### config.mk
export PLATFORM = sky130hd
export DESIGN_NAME = disp_power_seq
export DESIGN_NICKNAME = d
export VERILOG_FILES = /design/src/rtl/dps_pkg.sv /design/src/rtl/dps_settle_timer.sv /design/src/rtl/dps_byte_tx.sv /design/src/rtl/dps_seq_ctrl.sv /design/src/rtl/disp_power_seq.sv
export SDC_FILE = /design/constraint.sdc
export NUM_CORES = 1
export LEC_CHECK = 0
export ABC_CLOCK_PERIOD_IN_PS = 3900
export CAP_MARGIN = 20
export CELL_PAD_IN_SITES_DETAIL_PLACEMENT = 2
export CELL_PAD_IN_SITES_GLOBAL_PLACEMENT = 2
export CORE_MARGIN = 3
export CORE_UTILIZATION = 41
export DETAILED_ROUTE_END_ITERATION = 6
export DONT_BUFFER_PORTS = 1
export PLACE_DENSITY_LB_ADDON = 0.1
export SYNTH_ARGS = -nofsm -noshare
export SYNTH_HDL_FRONTEND = slang
export SYNTH_SLANG_ARGS = --single-unit
### constraint.sdc
create_clock -name clk -period 3.9 [get_ports clk]
set_input_delay 0.585 -clock clk [delete_from_list [all_inputs] [get_ports clk]]
set_output_delay 0.585 -clock clk [all_outputs]
set_load 0.01 [all_outputs]
### src/rtl/dps_pkg.sv
// Shared constants and state type for the display power sequencer.
// Assumes a panel whose display-off and display-on commands are single bytes.
package dps_pkg;

    localparam logic [7:0] CMD_PANEL_OFF = 8'hAE;
    localparam logic [7:0] CMD_PANEL_ON  = 8'hAF;

    typedef enum logic [3:0] {
        PS_OFF,        // both rails off, panel held in reset
        PS_RST,        // logic rail on, reset pulse timing
        PS_UP_OFF,     // sending display-off during power-up
        PS_INIT,       // sending the init command list
        PS_CLEAR,      // sending zero data over the pixel area
        PS_HV_SETTLE,  // high voltage on, waiting for it to settle
        PS_UP_ON,      // sending display-on
        PS_ON,         // panel running
        PS_DN_OFF,     // sending display-off during power-down
        PS_DN_SETTLE   // high voltage off, waiting for discharge
    } pwr_state_t;

endpackage

### src/rtl/dps_settle_timer.sv
// Loadable down-counter used for both the reset pulse and the rail settle waits.
// Assumes load_val is at least 1; expired is high while the count is zero.
module dps_settle_timer #(
    parameter int unsigned TW = 8
) (
    input  logic          clk,
    input  logic          rst_n,
    input  logic          load,
    input  logic [TW-1:0] load_val,
    output logic          expired
);

    logic [TW-1:0] cnt;

    // Count down from the loaded value and rest at zero.
    always_ff @(posedge clk) begin
        if (!rst_n) begin
            cnt <= '0;
        end else if (load) begin
            cnt <= load_val;
        end else if (cnt != '0) begin
            cnt <= cnt - 1'b1;
        end
    end

    assign expired = (cnt == '0);

    AST_TIMER_LOAD_HOLDS: assert property (@(posedge clk) disable iff (!rst_n)
        load |=> !expired);

endmodule

### src/rtl/dps_byte_tx.sv
// Serial byte sender: one byte per start pulse, MSB first, clock idle low,
// data changed while the clock is low. The command/data select is latched
// with the byte and held for the whole frame. Start is honoured only when idle.
module dps_byte_tx #(
    parameter int unsigned HALF_CYC = 4
) (
    input  logic       clk,
    input  logic       rst_n,
    input  logic       start,
    input  logic [7:0] byte_in,
    input  logic       dc_in,
    output logic       done,
    output logic       cs_n,
    output logic       sclk,
    output logic       mosi,
    output logic       dc
);

    localparam int unsigned HW = (HALF_CYC > 1) ? $clog2(HALF_CYC) : 1;
    localparam logic [HW-1:0] HALF_LAST = HW'(HALF_CYC - 1);

    logic          active;
    logic [7:0]    shreg;
    logic [2:0]    bit_idx;
    logic [HW-1:0] half_cnt;

    // Frame sequencing: load on start, toggle the clock every half period,
    // advance a bit after each high phase, close the frame after bit 7.
    always_ff @(posedge clk) begin
        if (!rst_n) begin
            active   <= 1'b0;
            shreg    <= '0;
            bit_idx  <= '0;
            half_cnt <= '0;
            done     <= 1'b0;
            cs_n     <= 1'b1;
            sclk     <= 1'b0;
            mosi     <= 1'b0;
            dc       <= 1'b0;
        end else begin
            done <= 1'b0;
            if (!active) begin
                if (start) begin
                    active   <= 1'b1;
                    cs_n     <= 1'b0;
                    shreg    <= byte_in;
                    mosi     <= byte_in[7];
                    dc       <= dc_in;
                    bit_idx  <= '0;
                    half_cnt <= '0;
                    sclk     <= 1'b0;
                end
            end else if (half_cnt == HALF_LAST) begin
                half_cnt <= '0;
                if (!sclk) begin
                    sclk <= 1'b1;
                end else begin
                    sclk <= 1'b0;
                    if (bit_idx == 3'd7) begin
                        active <= 1'b0;
                        cs_n   <= 1'b1;
                        done   <= 1'b1;
                    end else begin
                        bit_idx <= bit_idx + 1'b1;
                        shreg   <= {shreg[6:0], 1'b0};
                        mosi    <= shreg[6];
                    end
                end
            end else begin
                half_cnt <= half_cnt + 1'b1;
            end
        end
    end

    AST_DC_HELD_IN_FRAME: assert property (@(posedge clk) disable iff (!rst_n)
        (!cs_n && $past(!cs_n)) |-> $stable(dc));
    AST_SCLK_IDLE_LOW: assert property (@(posedge clk) disable iff (!rst_n)
        cs_n |-> !sclk);
    AST_MOSI_STABLE_HIGH: assert property (@(posedge clk) disable iff (!rst_n)
        (sclk && $past(sclk)) |-> $stable(mosi));

endmodule

### src/rtl/dps_seq_ctrl.sv
// Power sequencing state machine. Drives the supply enables and panel reset,
// chooses the next byte for the serial sender and loads the shared timer.
// Assumes one sender in flight at a time: it starts a byte only after the
// previous one reported done. A power-down request seen during power-up is
// remembered and acted on at the next byte boundary or wait.
module dps_seq_ctrl
    import dps_pkg::*;
#(
    parameter int unsigned          INIT_LEN    = 4,
    parameter logic [INIT_LEN*8-1:0] INIT_SEQ   = 32'hA1A48180,
    parameter int unsigned          CLEAR_BYTES = 1280,
    parameter int unsigned          RST_CYC     = 150,
    parameter int unsigned          SETTLE_CYC  = 5000000,
    parameter int unsigned          TW          = 23
) (
    input  logic          clk,
    input  logic          rst_n,
    input  logic          up_req,
    input  logic          dn_req,
    input  logic          tx_done,
    input  logic          tmr_expired,
    output logic          tx_start,
    output logic [7:0]    tx_byte,
    output logic          tx_dc,
    output logic          tmr_load,
    output logic [TW-1:0] tmr_val,
    output logic          vdd_en,
    output logic          vcc_en,
    output logic          panel_rst_n,
    output logic          busy,
    output logic          ready
);

    localparam int unsigned MAXN = (INIT_LEN > CLEAR_BYTES) ? INIT_LEN : CLEAR_BYTES;
    localparam int unsigned IW   = (MAXN > 1) ? $clog2(MAXN) : 1;
    localparam logic [IW-1:0] INIT_LAST  = IW'(INIT_LEN - 1);
    localparam logic [IW-1:0] CLEAR_LAST = IW'(CLEAR_BYTES - 1);

    pwr_state_t    st, st_nx;
    logic          issued, issued_nx;
    logic [IW-1:0] idx, idx_nx;
    logic          dn_pend, dn_pend_nx;
    logic          vdd_nx, vcc_nx, prst_nx;
    logic          sending, up_phase, dn_any;
    logic [7:0]    init_byte;

    // Select the current entry of the init list.
    always_comb begin
        init_byte = '0;
        for (int i = 0; i < INIT_LEN; i++) begin
            if (idx == IW'(i)) init_byte = INIT_SEQ[(INIT_LEN-1-i)*8 +: 8];
        end
    end

    // Classify the state and request the next byte when none is in flight.
    always_comb begin
        sending  = (st == PS_UP_OFF) || (st == PS_INIT) || (st == PS_CLEAR) ||
                   (st == PS_UP_ON)  || (st == PS_DN_OFF);
        up_phase = (st == PS_RST) || (st == PS_UP_OFF) || (st == PS_INIT) ||
                   (st == PS_CLEAR) || (st == PS_HV_SETTLE) || (st == PS_UP_ON);
        dn_any   = dn_pend || dn_req;
        tx_start = sending && !issued;
        tx_dc    = (st == PS_CLEAR);
        case (st)
            PS_INIT:  tx_byte = init_byte;
            PS_CLEAR: tx_byte = 8'h00;
            PS_UP_ON: tx_byte = CMD_PANEL_ON;
            default:  tx_byte = CMD_PANEL_OFF;
        endcase
    end

    // Next-state, rail, reset and timer-load decisions.
    always_comb begin
        st_nx      = st;
        issued_nx  = issued | tx_start;
        idx_nx     = idx;
        dn_pend_nx = dn_pend | (dn_req & up_phase);
        vdd_nx     = vdd_en;
        vcc_nx     = vcc_en;
        prst_nx    = panel_rst_n;
        tmr_load   = 1'b0;
        tmr_val    = TW'(SETTLE_CYC);
        case (st)
            PS_OFF: begin
                if (up_req) begin
                    vdd_nx   = 1'b1;
                    tmr_load = 1'b1;
                    tmr_val  = TW'(RST_CYC);
                    st_nx    = PS_RST;
                end
            end
            PS_RST: begin
                if (tmr_expired) begin
                    prst_nx   = 1'b1;
                    issued_nx = 1'b0;
                    st_nx     = dn_any ? PS_DN_OFF : PS_UP_OFF;
                end
            end
            PS_UP_OFF: begin
                if (tx_done) begin
                    issued_nx = 1'b0;
                    idx_nx    = '0;
                    st_nx     = dn_any ? PS_DN_OFF : PS_INIT;
                end
            end
            PS_INIT: begin
                if (tx_done) begin
                    issued_nx = 1'b0;
                    if (dn_any) begin
                        st_nx = PS_DN_OFF;
                    end else if (idx == INIT_LAST) begin
                        idx_nx = '0;
                        st_nx  = PS_CLEAR;
                    end else begin
                        idx_nx = idx + 1'b1;
                    end
                end
            end
            PS_CLEAR: begin
                if (tx_done) begin
                    issued_nx = 1'b0;
                    if (dn_any) begin
                        st_nx = PS_DN_OFF;
                    end else if (idx == CLEAR_LAST) begin
                        vcc_nx   = 1'b1;
                        tmr_load = 1'b1;
                        st_nx    = PS_HV_SETTLE;
                    end else begin
                        idx_nx = idx + 1'b1;
                    end
                end
            end
            PS_HV_SETTLE: begin
                if (dn_any) begin
                    issued_nx = 1'b0;
                    st_nx     = PS_DN_OFF;
                end else if (tmr_expired) begin
                    issued_nx = 1'b0;
                    st_nx     = PS_UP_ON;
                end
            end
            PS_UP_ON: begin
                if (tx_done) begin
                    issued_nx = 1'b0;
                    st_nx     = dn_any ? PS_DN_OFF : PS_ON;
                end
            end
            PS_ON: begin
                if (dn_req) begin
                    issued_nx = 1'b0;
                    st_nx     = PS_DN_OFF;
                end
            end
            PS_DN_OFF: begin
                if (tx_done) begin
                    issued_nx = 1'b0;
                    vcc_nx    = 1'b0;
                    tmr_load  = 1'b1;
                    st_nx     = PS_DN_SETTLE;
                end
            end
            PS_DN_SETTLE: begin
                if (tmr_expired) begin
                    vdd_nx  = 1'b0;
                    prst_nx = 1'b0;
                    st_nx   = PS_OFF;
                end
            end
            default: st_nx = PS_OFF;
        endcase
        if ((st_nx == PS_DN_OFF) || (st_nx == PS_DN_SETTLE) || (st_nx == PS_OFF)) begin
            dn_pend_nx = 1'b0;
        end
    end

    // State and output registers.
    always_ff @(posedge clk) begin
        if (!rst_n) begin
            st          <= PS_OFF;
            issued      <= 1'b0;
            idx         <= '0;
            dn_pend     <= 1'b0;
            vdd_en      <= 1'b0;
            vcc_en      <= 1'b0;
            panel_rst_n <= 1'b0;
        end else begin
            st          <= st_nx;
            issued      <= issued_nx;
            idx         <= idx_nx;
            dn_pend     <= dn_pend_nx;
            vdd_en      <= vdd_nx;
            vcc_en      <= vcc_nx;
            panel_rst_n <= prst_nx;
        end
    end

    assign busy  = (st != PS_OFF) && (st != PS_ON);
    assign ready = (st == PS_ON);

    AST_HV_NEEDS_LOGIC: assert property (@(posedge clk) disable iff (!rst_n)
        vcc_en |-> vdd_en);
    AST_HV_RISE_AFTER_CLEAR: assert property (@(posedge clk) disable iff (!rst_n)
        $rose(vcc_en) |-> ($past(st) == PS_CLEAR) && $past(tx_done));
    AST_HV_FALL_AFTER_OFF_CMD: assert property (@(posedge clk) disable iff (!rst_n)
        $fell(vcc_en) |-> ($past(st) == PS_DN_OFF) && $past(tx_done));
    AST_LOGIC_FALL_LAST: assert property (@(posedge clk) disable iff (!rst_n)
        $fell(vdd_en) |-> !vcc_en && !panel_rst_n);
    AST_READY_EXCLUSIVE: assert property (@(posedge clk) disable iff (!rst_n)
        ready |-> !busy && vcc_en);

endmodule

### src/rtl/disp_power_seq.sv
// Top of the display power sequencer. Derives the reset and settle cycle
// counts from the clock frequency and ties together the sequencing FSM,
// the shared delay timer and the serial byte sender.
// Assumes CLK_HZ·RESET_US and CLK_HZ·SETTLE_MS fit in 64 bits.
module disp_power_seq #(
    parameter int unsigned          CLK_HZ    = 50000000,
    parameter int unsigned          SETTLE_MS = 100,
    parameter int unsigned          RESET_US  = 3,
    parameter int unsigned          SCLK_HALF = 4,
    parameter int unsigned          COLS      = 128,
    parameter int unsigned          ROWS      = 80,
    parameter int unsigned          INIT_LEN  = 4,
    parameter logic [INIT_LEN*8-1:0] INIT_SEQ = 32'hA1A48180
) (
    input  logic clk,
    input  logic rst_n,
    input  logic pwr_up_req,
    input  logic pwr_dn_req,
    output logic vdd_en,
    output logic vcc_en,
    output logic panel_rst_n,
    output logic spi_cs_n,
    output logic spi_sclk,
    output logic spi_mosi,
    output logic dc_sel,
    output logic busy,
    output logic ready
);

    localparam logic [63:0] SETTLE_RAW = (64'(CLK_HZ) * 64'(SETTLE_MS)) / 64'd1000;
    localparam logic [63:0] RST_RAW    = (64'(CLK_HZ) * 64'(RESET_US) + 64'd999999) / 64'd1000000;
    localparam int unsigned SETTLE_CYC = (SETTLE_RAW < 64'd1) ? 1 : int'(SETTLE_RAW);
    localparam int unsigned RST_CYC    = (RST_RAW < 64'd1) ? 1 : int'(RST_RAW);
    localparam int unsigned MAX_DLY    = (SETTLE_CYC > RST_CYC) ? SETTLE_CYC : RST_CYC;
    localparam int unsigned TW         = $clog2(MAX_DLY + 1);
    localparam int unsigned CLEAR_BYTES = (COLS * ROWS + 7) / 8;

    logic          tx_start, tx_done, tx_dc;
    logic [7:0]    tx_byte;
    logic          tmr_load, tmr_expired;
    logic [TW-1:0] tmr_val;

    dps_seq_ctrl #(
        .INIT_LEN    (INIT_LEN),
        .INIT_SEQ    (INIT_SEQ),
        .CLEAR_BYTES (CLEAR_BYTES),
        .RST_CYC     (RST_CYC),
        .SETTLE_CYC  (SETTLE_CYC),
        .TW          (TW)
    ) u_ctrl (
        .clk         (clk),
        .rst_n       (rst_n),
        .up_req      (pwr_up_req),
        .dn_req      (pwr_dn_req),
        .tx_done     (tx_done),
        .tmr_expired (tmr_expired),
        .tx_start    (tx_start),
        .tx_byte     (tx_byte),
        .tx_dc       (tx_dc),
        .tmr_load    (tmr_load),
        .tmr_val     (tmr_val),
        .vdd_en      (vdd_en),
        .vcc_en      (vcc_en),
        .panel_rst_n (panel_rst_n),
        .busy        (busy),
        .ready       (ready)
    );

    dps_settle_timer #(
        .TW (TW)
    ) u_timer (
        .clk      (clk),
        .rst_n    (rst_n),
        .load     (tmr_load),
        .load_val (tmr_val),
        .expired  (tmr_expired)
    );

    dps_byte_tx #(
        .HALF_CYC (SCLK_HALF)
    ) u_tx (
        .clk     (clk),
        .rst_n   (rst_n),
        .start   (tx_start),
        .byte_in (tx_byte),
        .dc_in   (tx_dc),
        .done    (tx_done),
        .cs_n    (spi_cs_n),
        .sclk    (spi_sclk),
        .mosi    (spi_mosi),
        .dc      (dc_sel)
    );

    AST_NO_BYTE_IN_RESET: assert property (@(posedge clk) disable iff (!rst_n)
        !spi_cs_n |-> (panel_rst_n && vdd_en));
    AST_NO_BYTE_WHEN_READY: assert property (@(posedge clk) disable iff (!rst_n)
        ready |-> spi_cs_n);

endmodule

==> impl_metrics.tcl, run 1 <==
set metrics [dict create \
    cts_buffers 9 \
    power.net_switching_w 0.0009088 \
    finalClockSkew_ns 0.006984 \
    synth-async-reset-ratio_pct 0 \
    finalHoldViolCount 0 \
    final.setup.worst_slack_ns 1.131 \
    avgSynthCellArea_um2 8.032 \
    slew_headroom_pct 42.22 \
    synth-seq-cells 61 \
    max-cap-violations 0 \
    top_usage_layer "met2" \
    synth_cell_types 64 \
    synth_common_cells "dfxtp_1, nor2_1, nand2_1" \
    dp.cells 504 \
    syn_to_final_growth_pct 7.938 \
    num_vias 3081 \
    path_buf_inv 0 \
    cpMaxStageDelayCell "dfxtp_1" \
    hp-class "input pin to flip-flop" \
    fp.dieArea_um2 9352 \
    critPathKind "flip-flop to flip-flop" \
    use_met1_pct 29.10 \
    ant_nets 0 \
    fin_crit_ns 2.769 \
    cpPeakStageDelay_ns 0.73 \
    fin_cells 519 \
    finalSetupViolations 0 \
    cp-start-kind "flip-flop" \
    grt_use_met2_pct 39.01 \
    fill_cells 908 \
    crit_family "simple AND/OR/NAND/NOR gates" \
    cts_tree "built" \
    cts_setup_buffers 0 \
    yosysTopAreaCellShare_pct 36.20 \
    clockPowerShare_pct 26.5 \
    track_usage_pct 23.05 \
    design.core.area_um2 7848 \
    fin_crit_sh_pct 70.99 \
    antenna_found_initial 0 \
    grt_overflow 0 \
    p_sw_share_pct 39.05 \
    combPwrFrac_pct 36.8 \
    syn-cell-area_um2 3373 \
    arrival_ns 2.99 \
    ctsResizeCount 0 \
    grt_pass1_vias 3355 \
    h-tree-depth 3 \
    status "finished, final reports clean" \
    netlist_instances 420 \
    power.density_nw_per_um2 639.2 \
    synth_edf_count 0 \
    clock-sinks 61 \
    yosysTopAreaCell "dfxtp_1" \
    required_ns 4.12 \
    via_per_inst 5.936 \
    irDropWorstVdd_mv 0.4140 \
    max_freq_ghz 0.3612 \
    synth-seq-area-share_pct 36.20 \
    routed_wl_um 10220 \
    yosys-top-cells-area "dfxtp_1, nor2_1, xor2_1" \
    rows 32 \
    timing.hold.ws_ns 0.3109 \
    grtUsageMet3_pct 4.903 \
    die_y_um 96.71 \
    setup_tns_ns 0 \
    clk_pin_slew_worst_paths_ns 0.07 \
    synth_nets 432 \
    synth_ff_type "dfxtp_1" \
    ios 13 \
    path_cells "nor4b_2, nand3_1, o2111a_1, nor4_1, xnor2_1, nor2_1" \
    synth_warnings 0 \
    p_leak_nw 1.348 \
    root_buffer "clkbuf_8" \
    holdBufCountCts 0 \
    insertedDiodeCount 0 \
    crit_fanout 20 \
    power_w 0.002327 \
    dr.pass1.iters 4 \
    gp_congestion 0.7774 \
    worstMarginPinSlew_ns 0.8649 \
    place_ws_ns 1.128 \
    first_iter_violations 103 \
    grt_max_degree 33 \
    grt_pass1_wl_um 17580 \
    remaining_drc_errors 0 \
    clock_path_buffers 2 \
    rsz0062_at_grt "false" \
    synth_most_common_cell "dfxtp_1" \
    portBuffers 0 \
    finalNetCount 425 \
    dp_hpwl_um 7207 \
    power_frac_seq_pct 36.7 \
    final_layout_size_suffix_gt1_share_pct 6.954 \
    insertion_delay_ns 0.35 \
    wl_per_cell_um 19.69 \
    endpoint_kind "flip-flop" \
    die_w_um 96.71 \
    slew_violations 0 \
    internal-power_w 0.001419 \
    start_util_pct 42.98 \
]
## kinds of logic after synthesis
family | after synthesis | share of synthesized area [%]
buffers and inverters | 33 | 3.821
flip-flops | 61 | 36.20
XOR/XNOR | 29 | 7.530
AND/OR/NAND/NOR | 201 | 31.79
multiplexers | 3 | 0.9273
adder cells (fa/ha/maj) | 8 | 2.967
AO/OA/AOI/OAI | 85 | 16.77
## final cells by class
cell class / count / area [um^2] / area share (%)
Clock inverter: 4 / 73.82 / 2.027
Timing Repair Buffer: 2 / 15.01 / 0.4124
Inverter: 13 / 48.80 / 1.340
Clock buffer: 11 / 131.4 / 3.608
Multi-Input combinational cell: 326 / 2023 / 55.57
Sequential cell: 61 / 1221 / 33.54
Tap cell: 102 / 127.6 / 3.505
## placed cells by master (no fill, tap or decap), types with 3 or more instances in the layout
cell / Yosys / final
inv_1: 13 / 13
a21boi_0: 7 / 7
nor3_1: 12 / 12
nor3b_1: 3 / 3
nand3_1: 17 / 17
dfxtp_1: 61 / 61
and3_1: 8 / 8
o21ai_0: 11 / 11
and2_1: 8 / 8
nand4_1: 7 / 7
xnor2_1: 11 / 11
or3_1: 6 / 6
nor4_1: 14 / 14
o22ai_1: 4 / 4
xor2_1: 18 / 18
nor2b_1: 7 / 7
nor2_1: 55 / 55
o21a_1: 4 / 4
a31oi_1: 4 / 4
nand2_1: 35 / 35
a21boi_1: 3 / 3
ha_1: 8 / 8
a21oi_1: 26 / 26
nand2b_1: 7 / 7
clkbuf_8: 0 / 9
## path summary, 6_finish.rpt
check | cells after the start | to | from | slack (ns)
max | 6 | u_timer.cnt[20]$_SDFFE_PN0P_ | u_ctrl.st[2]$_SDFF_PN0_ | 1.13
min | 1 | u_tx.cs_n$_SDFFE_PN1P_ | rst_n | 0.31
max reg2reg | 6 | u_timer.cnt[20]$_SDFFE_PN0P_ | u_ctrl.st[2]$_SDFF_PN0_ | 1.13
min reg2reg | 2 | u_tx.shreg[2]$_SDFFE_PN0P_ | u_tx.shreg[2]$_SDFFE_PN0P_ | 0.45
## worst register-to-register path, stage by stage, from the launching register on
cell and delay, ns:
dfxtp_1 0.73, nor4b_2 0.69, nand3_1 0.22, o2111a_1 0.41, nor4_1 0.38, xnor2_1 0.16, nor2_1 0.05
## metrics by stage
| step | utilization [%] | cell area, um^2 |
|---|---|---|
| floorplan | - | 3373 |
| global placement | 43.78 | 3436 |
| detailed placement | 43.78 | 3436 |
| CTS | 46.40 | 3641 |
| global route | 46.40 | 3641 |
| finish | 46.40 | 3641 |
## power groups by stage
stage	Combinational, W	Clock, W	Sequential, W
CTS	0.000861	0.000635	0.000852
global route	0.000968	0.000663	0.000870
floorplan	0.000693	0	0.000819
finish	0.000856	0.000618	0.000853
global placement	0.000812	0	0.000854
detailed placement	0.000843	0	0.000864
## registers in the layout, summed over array words and instances (netlist names), 2 cells and up
name and flops:
u_ctrl.idx 11, u_tx.half_cnt 2, u_tx.bit_idx 3, u_timer.cnt 23, u_tx.shreg 7, u_ctrl.st 4
## metal layers
| layer | share of wire (%) | vias up |
|---|---|---|
| met5 | 0 | - |
| met4 | 1.8 | 0 |
| met3 | 3.0 | 15 |
| met2 | 49 | 40 |
| met1 | 46 | 1539 |
| li1 | - | 1487 |
No activity file was read; power rests on OpenSTA's default activity.
==> run 2: changes to the inputs <==
ABC_AREA = 1   (was not set)
ABC_CLOCK_PERIOD_IN_PS = 2750   (was 3900)
CORE_UTILIZATION = 36   (was 41)
clock period = 2.75 ns   (was 3.9 ns; I/O delays follow)
==> run 2 against run 1 <==
Compared with the run above: area after synthesis rose by 6.6%; clock skew is 0.0040 ns higher; first-iteration DRC count down 34%; critical path depth increased by 3; core utilization fell by 5.1 points; combinational power grew to 2.6 times the previous value; die area is 20% higher; worst hold slack got worse by 0.14 ns; clock power is 18% higher; via count increased by 16%; largest power group unchanged; highest routed layer unchanged.
==> impl_metrics.tcl, run 2 <==
set metrics [dict create \
    status "finished, final reports clean" \
    h-tree-depth 3 \
    finalSetupViolations 0 \
    synth_fa_ha_area_share_pct 2.783 \
    finalClockSkew_ns 0.01099 \
    p_leak_nw 1.710 \
    final_cell_mix "nand2_1, nor2_1, dfxtp_1" \
    cts_buffers 9 \
    synth_ff_type "dfxtp_1" \
    finalNetCount 559 \
    met3_length_um 211 \
    crit_end "u_ctrl.idx[3]$_SDFFE_PN0P_" \
    fp.dieArea_um2 11230 \
    reg2reg_depth 9 \
    dr.pass1.iters 4 \
    wl_met1_um 5689 \
    syn_to_final_growth_pct 8.626 \
    yosys-top-cells-area "dfxtp_1, nand2_1, nor2_1" \
    reg2reg_slack_ns 0.55 \
    yosys.area_share.simple_pct 38.16 \
    grt_pass1_wl_um 20240 \
    crit_family "simple AND/OR/NAND/NOR gates" \
    via_per_inst 5.254 \
    min_from "rst_n" \
    top_regs "u_timer.cnt (23), u_ctrl.idx (11), u_tx.shreg (7)" \
    fin_crit_ns 2.200 \
    final_common_cell "nand2_1" \
    root_buffer "clkbuf_8" \
    wl_per_cell_um 17.65 \
    synth_cell_types 45 \
    design.core.area_um2 9459 \
    netlist_instances 542 \
    synth_xor_area_share_pct 3.409 \
    clock-sinks 61 \
    gp_congestion 0.8461 \
    yosysTopAreaCellShare_pct 33.95 \
    cts_setup_buffers 0 \
    cp-startpoint "u_ctrl.idx[0]$_SDFFE_PN0P_" \
    grt_pass1_vias 3831 \
    cp-start-kind "flip-flop" \
    holdBufCountCts 0 \
    setup_tns_ns 0 \
    synth_common_cells "nand2_1, nor2_1, dfxtp_1" \
    regMostFlops "u_timer.cnt" \
    crit_fanout 13 \
    slew_violations 0 \
    synth_edf_count 0 \
    insertion_delay_ns 0.34 \
    synth_warnings 0 \
    synth.area.mux_share_pct 0 \
    track_usage_pct 22.56 \
    worstMarginPinSlew_ns 0.6359 \
    hp-class "input pin to flip-flop" \
    portBuffers 0 \
    max_freq_ghz 0.4545 \
    required_ns 3.02 \
    endpoint_kind "flip-flop" \
    fin_crit_sh_pct 80.01 \
    top_layer "met4" \
    grt_overflow 0 \
    ctsResizeCount 0 \
    max-cap-violations 0 \
    irDropWorstVdd_mv 0.3465 \
    avgSynthCellArea_um2 6.637 \
    synth_most_common_cell "nand2_1" \
    grt_max_degree 29 \
    die_w_um 106.0 \
    place_ws_ns 0.5975 \
    rows 35 \
    ant_nets 0 \
    synth_nets 554 \
    clock_path_buffers 2 \
    routed_wl_um 12020 \
    synth-seq-cells 61 \
    cts_tree "built" \
    dp_hpwl_um 9110 \
    rsz0062_at_grt "false" \
    ios 13 \
    syn-cell-area_um2 3597 \
    path_buf_inv 1 \
    remaining_drc_errors 0 \
    start_util_pct 38.03 \
    insertedDiodeCount 0 \
    final.setup.worst_slack_ns 0.5497 \
    path_cells "ha_1, nand2_2, nor2_1, nand4_1, nand3_2, clkinv_2, nand2_1, o21ai_0, a21oi_1" \
    critPathKind "flip-flop to flip-flop" \
    wl_met2_um 6028 \
    clk_pin_slew_worst_paths_ns 0.08 \
    largest_register_ffs 23 \
    antenna_found_initial 0 \
    finalHoldViolCount 0 \
    synth_compound_area_share_pct 13.70 \
    synth-async-reset-ratio_pct 0 \
    yosysTopAreaCell "dfxtp_1" \
    timing.rr.end "u_ctrl.idx[3]$_SDFFE_PN0P_" \
    power.density_nw_per_um2 1090 \
    first_iter_violations 68 \
    arrival_ns 2.47 \
    cpPeakStageDelay_ns 0.47 \
    synth-seq-area-share_pct 33.95 \
    synth_top_family_by_area "simple AND/OR/NAND/NOR gates" \
    path_depth 9 \
    slew_headroom_pct 57.54 \
    num_vias 3578 \
    r2r_start "u_ctrl.idx[0]$_SDFFE_PN0P_" \
    die_y_um 106.0 \
    cpMaxStageDelayCell "dfxtp_1" \
    final_layout_size_suffix_gt1_share_pct 11.23 \
]
run 2: changes by cell type after synthesis, moves of 10 or more:
cell | previous run | this run
inv_1 | 13 | 52
nor4_1 | 14 | 1
nand2_1 | 35 | 121
a21oi_1 | 26 | 47
clkbuf_1 | 16 | 5
nor2_2 | 1 | 11
o21ai_0 | 11 | 30
nand3_1 | 17 | 31
nor2_1 | 55 | 79
run 2: logic make-up after synthesis:
group | after synthesis
flip-flops | 61
AND/OR/NAND/NOR | 297
AO/OA/AOI/OAI | 91
XOR/XNOR | 14
adder cells (fa/ha/maj) | 8
buffers and inverters | 71
run 2: worst min path at each step:
stage / end / slack [ns] / depth (start not counted)
3_3_place_gp: u_tx.shreg[4]$_SDFFE_PN0P_ / 0.45 / 2
5_1_grt: u_tx.cs_n$_SDFFE_PN1P_ / 0.15 / 1
6_report: u_tx.cs_n$_SDFFE_PN1P_ / 0.17 / 1
4_1_cts: u_tx.cs_n$_SDFFE_PN1P_ / 0.15 / 1
3_5_place_dp: u_tx.bit_idx[2]$_SDFFE_PN0P_ / 0.46 / 2
2_1_floorplan: u_tx.half_cnt[0]$_SDFFE_PN0P_ / 0.43 / 1
run 2: metal layers:
metal	GRT usage (%)	up-vias
met5	0	-
met1	29.44	1760
met2	39.75	30
met4	5.273	0
met3	2.732	6
li1	-	1782
run 2: through the flow:
| stage | total power [W] | cell area [um^2] | cells | utilization, % | hold WS (ns) |
|---|---|---|---|---|---|
| after global routing | 0.004644 | 3908 | 681 | 41.31 | 0.1528 |
| after detailed placement | 0.003492 | 3731 | 665 | 39.44 | 0.4648 |
| final | 0.004260 | 3908 | 681 | 41.31 | 0.1749 |
| after global placement | 0.003390 | 3731 | 665 | 39.44 | 0.4515 |
| after floorplan | 0.002890 | 3597 | 542 | - | 0.4329 |
| after CTS | 0.004297 | 3908 | 681 | 41.31 | 0.1546 |
run 2: layout make-up:
cell class | instances | area [um^2]
sequential | 61 | 1221
multi-input combinational | 410 | 2088
inverter | 62 | 237.7
fill | 1214 | 5552
clock inverter | 7 | 52.55
tap | 129 | 161.4
timing repair buffer | 3 | 22.52
clock buffer | 9 | 123.9
run 2: worst reg2reg max path, delay by kind of cell, from the launching register on:
kind | cells | cell delay [ns]
AO/OA/AOI/OAI | 2 | 0.21
adder cells (fa/ha/maj) | 1 | 0.32
flip-flops | 1 | 0.47
buffers and inverters | 1 | 0.21
AND/OR/NAND/NOR | 5 | 0.92
run 2: where the power goes:
group,switching (W),internal (W),leakage [nW]
sequential,0.000245,0.00109,0.495
combinational,0.00150,0.000693,1.13
clock,0.000398,0.000329,0.0891
==> run 3: changes to the inputs <==
ABC_CLOCK_PERIOD_IN_PS = 2100   (was 2750)
clock period = 2.1 ns   (was 2.75 ns; I/O delays follow)
==> run 3 against run 2 <==
Compared with the run above: clock-buffer cell count grew 2; fmax is 12% higher; worst setup slack lost 0.41 ns; sequential cell count is the same; critical path depth grew 2; sequential power up 30%; die area is the same; register-to-register slack lost 0.41 ns; worst hold slack got worse by 0.12 ns; first-iteration DRC count is 110% higher; core utilization increased by 3.0 points; critical path type unchanged; critical endpoint is now u_ctrl.dn_pend$_SDFF_PP0_.
==> impl_metrics.tcl, run 3 (synthesized netlist as in run 2, its figures left out) <==
set metrics [dict create \
    finalSetupViolations 0 \
    top_usage_layer "met2" \
    min_from "rst_n" \
    routed_wl_um 13370 \
    fp.dieArea_um2 11230 \
    antenna_found_initial 0 \
    first_iter_violations 140 \
    crit_fanout 9 \
    max_freq_ghz 0.5099 \
    power.density_nw_per_um2 1501 \
    start_util_pct 38.03 \
    ios 13 \
    cp-start-kind "flip-flop" \
    cts_buffers 9 \
    rows 35 \
    grt_overflow 0 \
    setup_tns_ns 0 \
    final_area_um2 4193 \
    holdBufCountCts 0 \
    largest_register_ffs 23 \
    arrival_ns 2.21 \
    critPathKind "flip-flop to flip-flop" \
    via_per_inst 5.336 \
    wl_per_cell_um 19.02 \
    syn_to_final_growth_pct 16.56 \
    cts_tree "built" \
    slew_violations 0 \
    grtUsageMet3_pct 5.039 \
    grt_pass1_wl_um 22780 \
    final_cell_mix "nand2_1, nor2_1, dfxtp_1" \
    grt_use_met2_pct 45.58 \
    slew_headroom_pct 54.75 \
    dpl_cell_area_um2 3904 \
    grt_max_degree 29 \
    worstMarginPinSlew_ns 0.6778 \
    clock_path_buffers 2 \
    hp-class "input pin to flip-flop" \
    dr.pass1.iters 4 \
    cts_setup_buffers 0 \
    track_usage_pct 25.63 \
    num_vias 3751 \
    final_common_cell "nand2_1" \
    grt_pass1_vias 4325 \
    p_leak_nw 1.866 \
    cp-startpoint "u_timer.cnt[0]$_SDFFE_PN0P_" \
    use_met1_pct 31.74 \
    irDropWorstVdd_mv 0.6202 \
    root_buffer "clkbuf_8" \
    top_regs "u_timer.cnt (23), u_ctrl.idx (11), u_tx.shreg (7)" \
    design.core.area_um2 9459 \
    portBuffers 0 \
    h-tree-depth 3 \
    required_ns 2.34 \
    insertion_delay_ns 0.35 \
    die_y_um 106.0 \
    clock-sinks 61 \
    fill_cells 1166 \
    regMostFlops "u_timer.cnt" \
    finalClockSkew_ns 0.009118 \
    r2r_start "u_timer.cnt[0]$_SDFFE_PN0P_" \
    finalNetCount 582 \
    finalHoldViolCount 0 \
    fin_crit_sh_pct 93.38 \
    rsz0062_at_grt "false" \
    fin_crit_ns 1.961 \
    ant_nets 0 \
    max-cap-violations 0 \
    gp_congestion 0.8491 \
    clk_pin_slew_worst_paths_ns 0.07 \
    endpoint_kind "flip-flop" \
    die_w_um 106.0 \
    remaining_drc_errors 0 \
    final_layout_size_suffix_gt1_share_pct 15.85 \
    status "finished, final reports clean" \
    insertedDiodeCount 0 \
    dp_hpwl_um 10180 \
]
run 3: cell types whose count changed in the layout (fill, tap and decap cells not counted), sizes merged:
cell / change
bufinv: +3
clkbuf: +2
buf: +23
clkinvlp: -1
inv: +1
clkinv: -6
run 3: area by class of cell:
type                    count  area (um^2)  area share [%]
multi-input cells         410         2128           50.76
inverters                  62        239.0           5.700
flip-flops and latches     61         1222           29.16
well taps                 129        161.4           3.850
repair buffers             26        195.2           4.655
clock buffers              11        151.4           3.611
clock inverters             4        95.09           2.268
run 3: what timing repair did:
action                                  in CTS  in global routing
resized for setup                            2                 11
cloned                                       0                  0
endpoints found under the setup margin       2                 18
run 3: through the flow:
step,instances,hold slack (ns),utilization [%],worst slack (ns),power (W)
3_3_place_gp,688,0.4073,41.27,-0.04106,0.004636
5_1_grt,703,0.03817,44.33,0.004149,0.006792
2_1_floorplan,542,0.4329,-,0.3233,0.003784
4_1_cts,703,0.03831,43.96,0.02850,0.006301
3_5_place_dp,688,0.4112,41.27,-0.06433,0.004815
6_report,703,0.05429,44.33,0.1390,0.006295
run 3: worst paths after layout:
kind              cells after the start                    endpoint  slack [ns]
setup / recovery                     11   u_ctrl.dn_pend$_SDFF_PP0_        0.14
hold / removal                        1      u_tx.cs_n$_SDFFE_PN1P_        0.05
setup reg to reg                     11   u_ctrl.dn_pend$_SDFF_PP0_        0.14
hold reg to reg                       2  u_tx.shreg[6]$_SDFFE_PN0P_        0.47
run 3: per-layer routing:
metal,part of all wire [%],wire length [um]
met3,2.5,332
met1,45,5996
met5,0,0
met2,51,6882
met4,1.2,161
run 3: critical path, stage by stage (launching register included):
cell	delay, ns
dfxtp_1	0.33
inv_1	0.08
ha_2	0.25
nand3_2	0.18
nor2_4	0.20
nand3_4	0.18
nand2_1	0.14
nand2_1	0.08
nor2_2	0.15
nor2_1	0.07
nor2_1	0.14
nor2_1	0.05
run 3: power by group:
| group | internal (W) | switching [W] | leakage [nW] |
|---|---|---|---|
| combinational | 0.00108 | 0.00214 | 1.25 |
| sequential | 0.00143 | 0.000303 | 0.496 |
| clock | 0.000845 | 0.000491 | 0.125 |
| total | 0.00336 | 0.00294 | 1.87 |
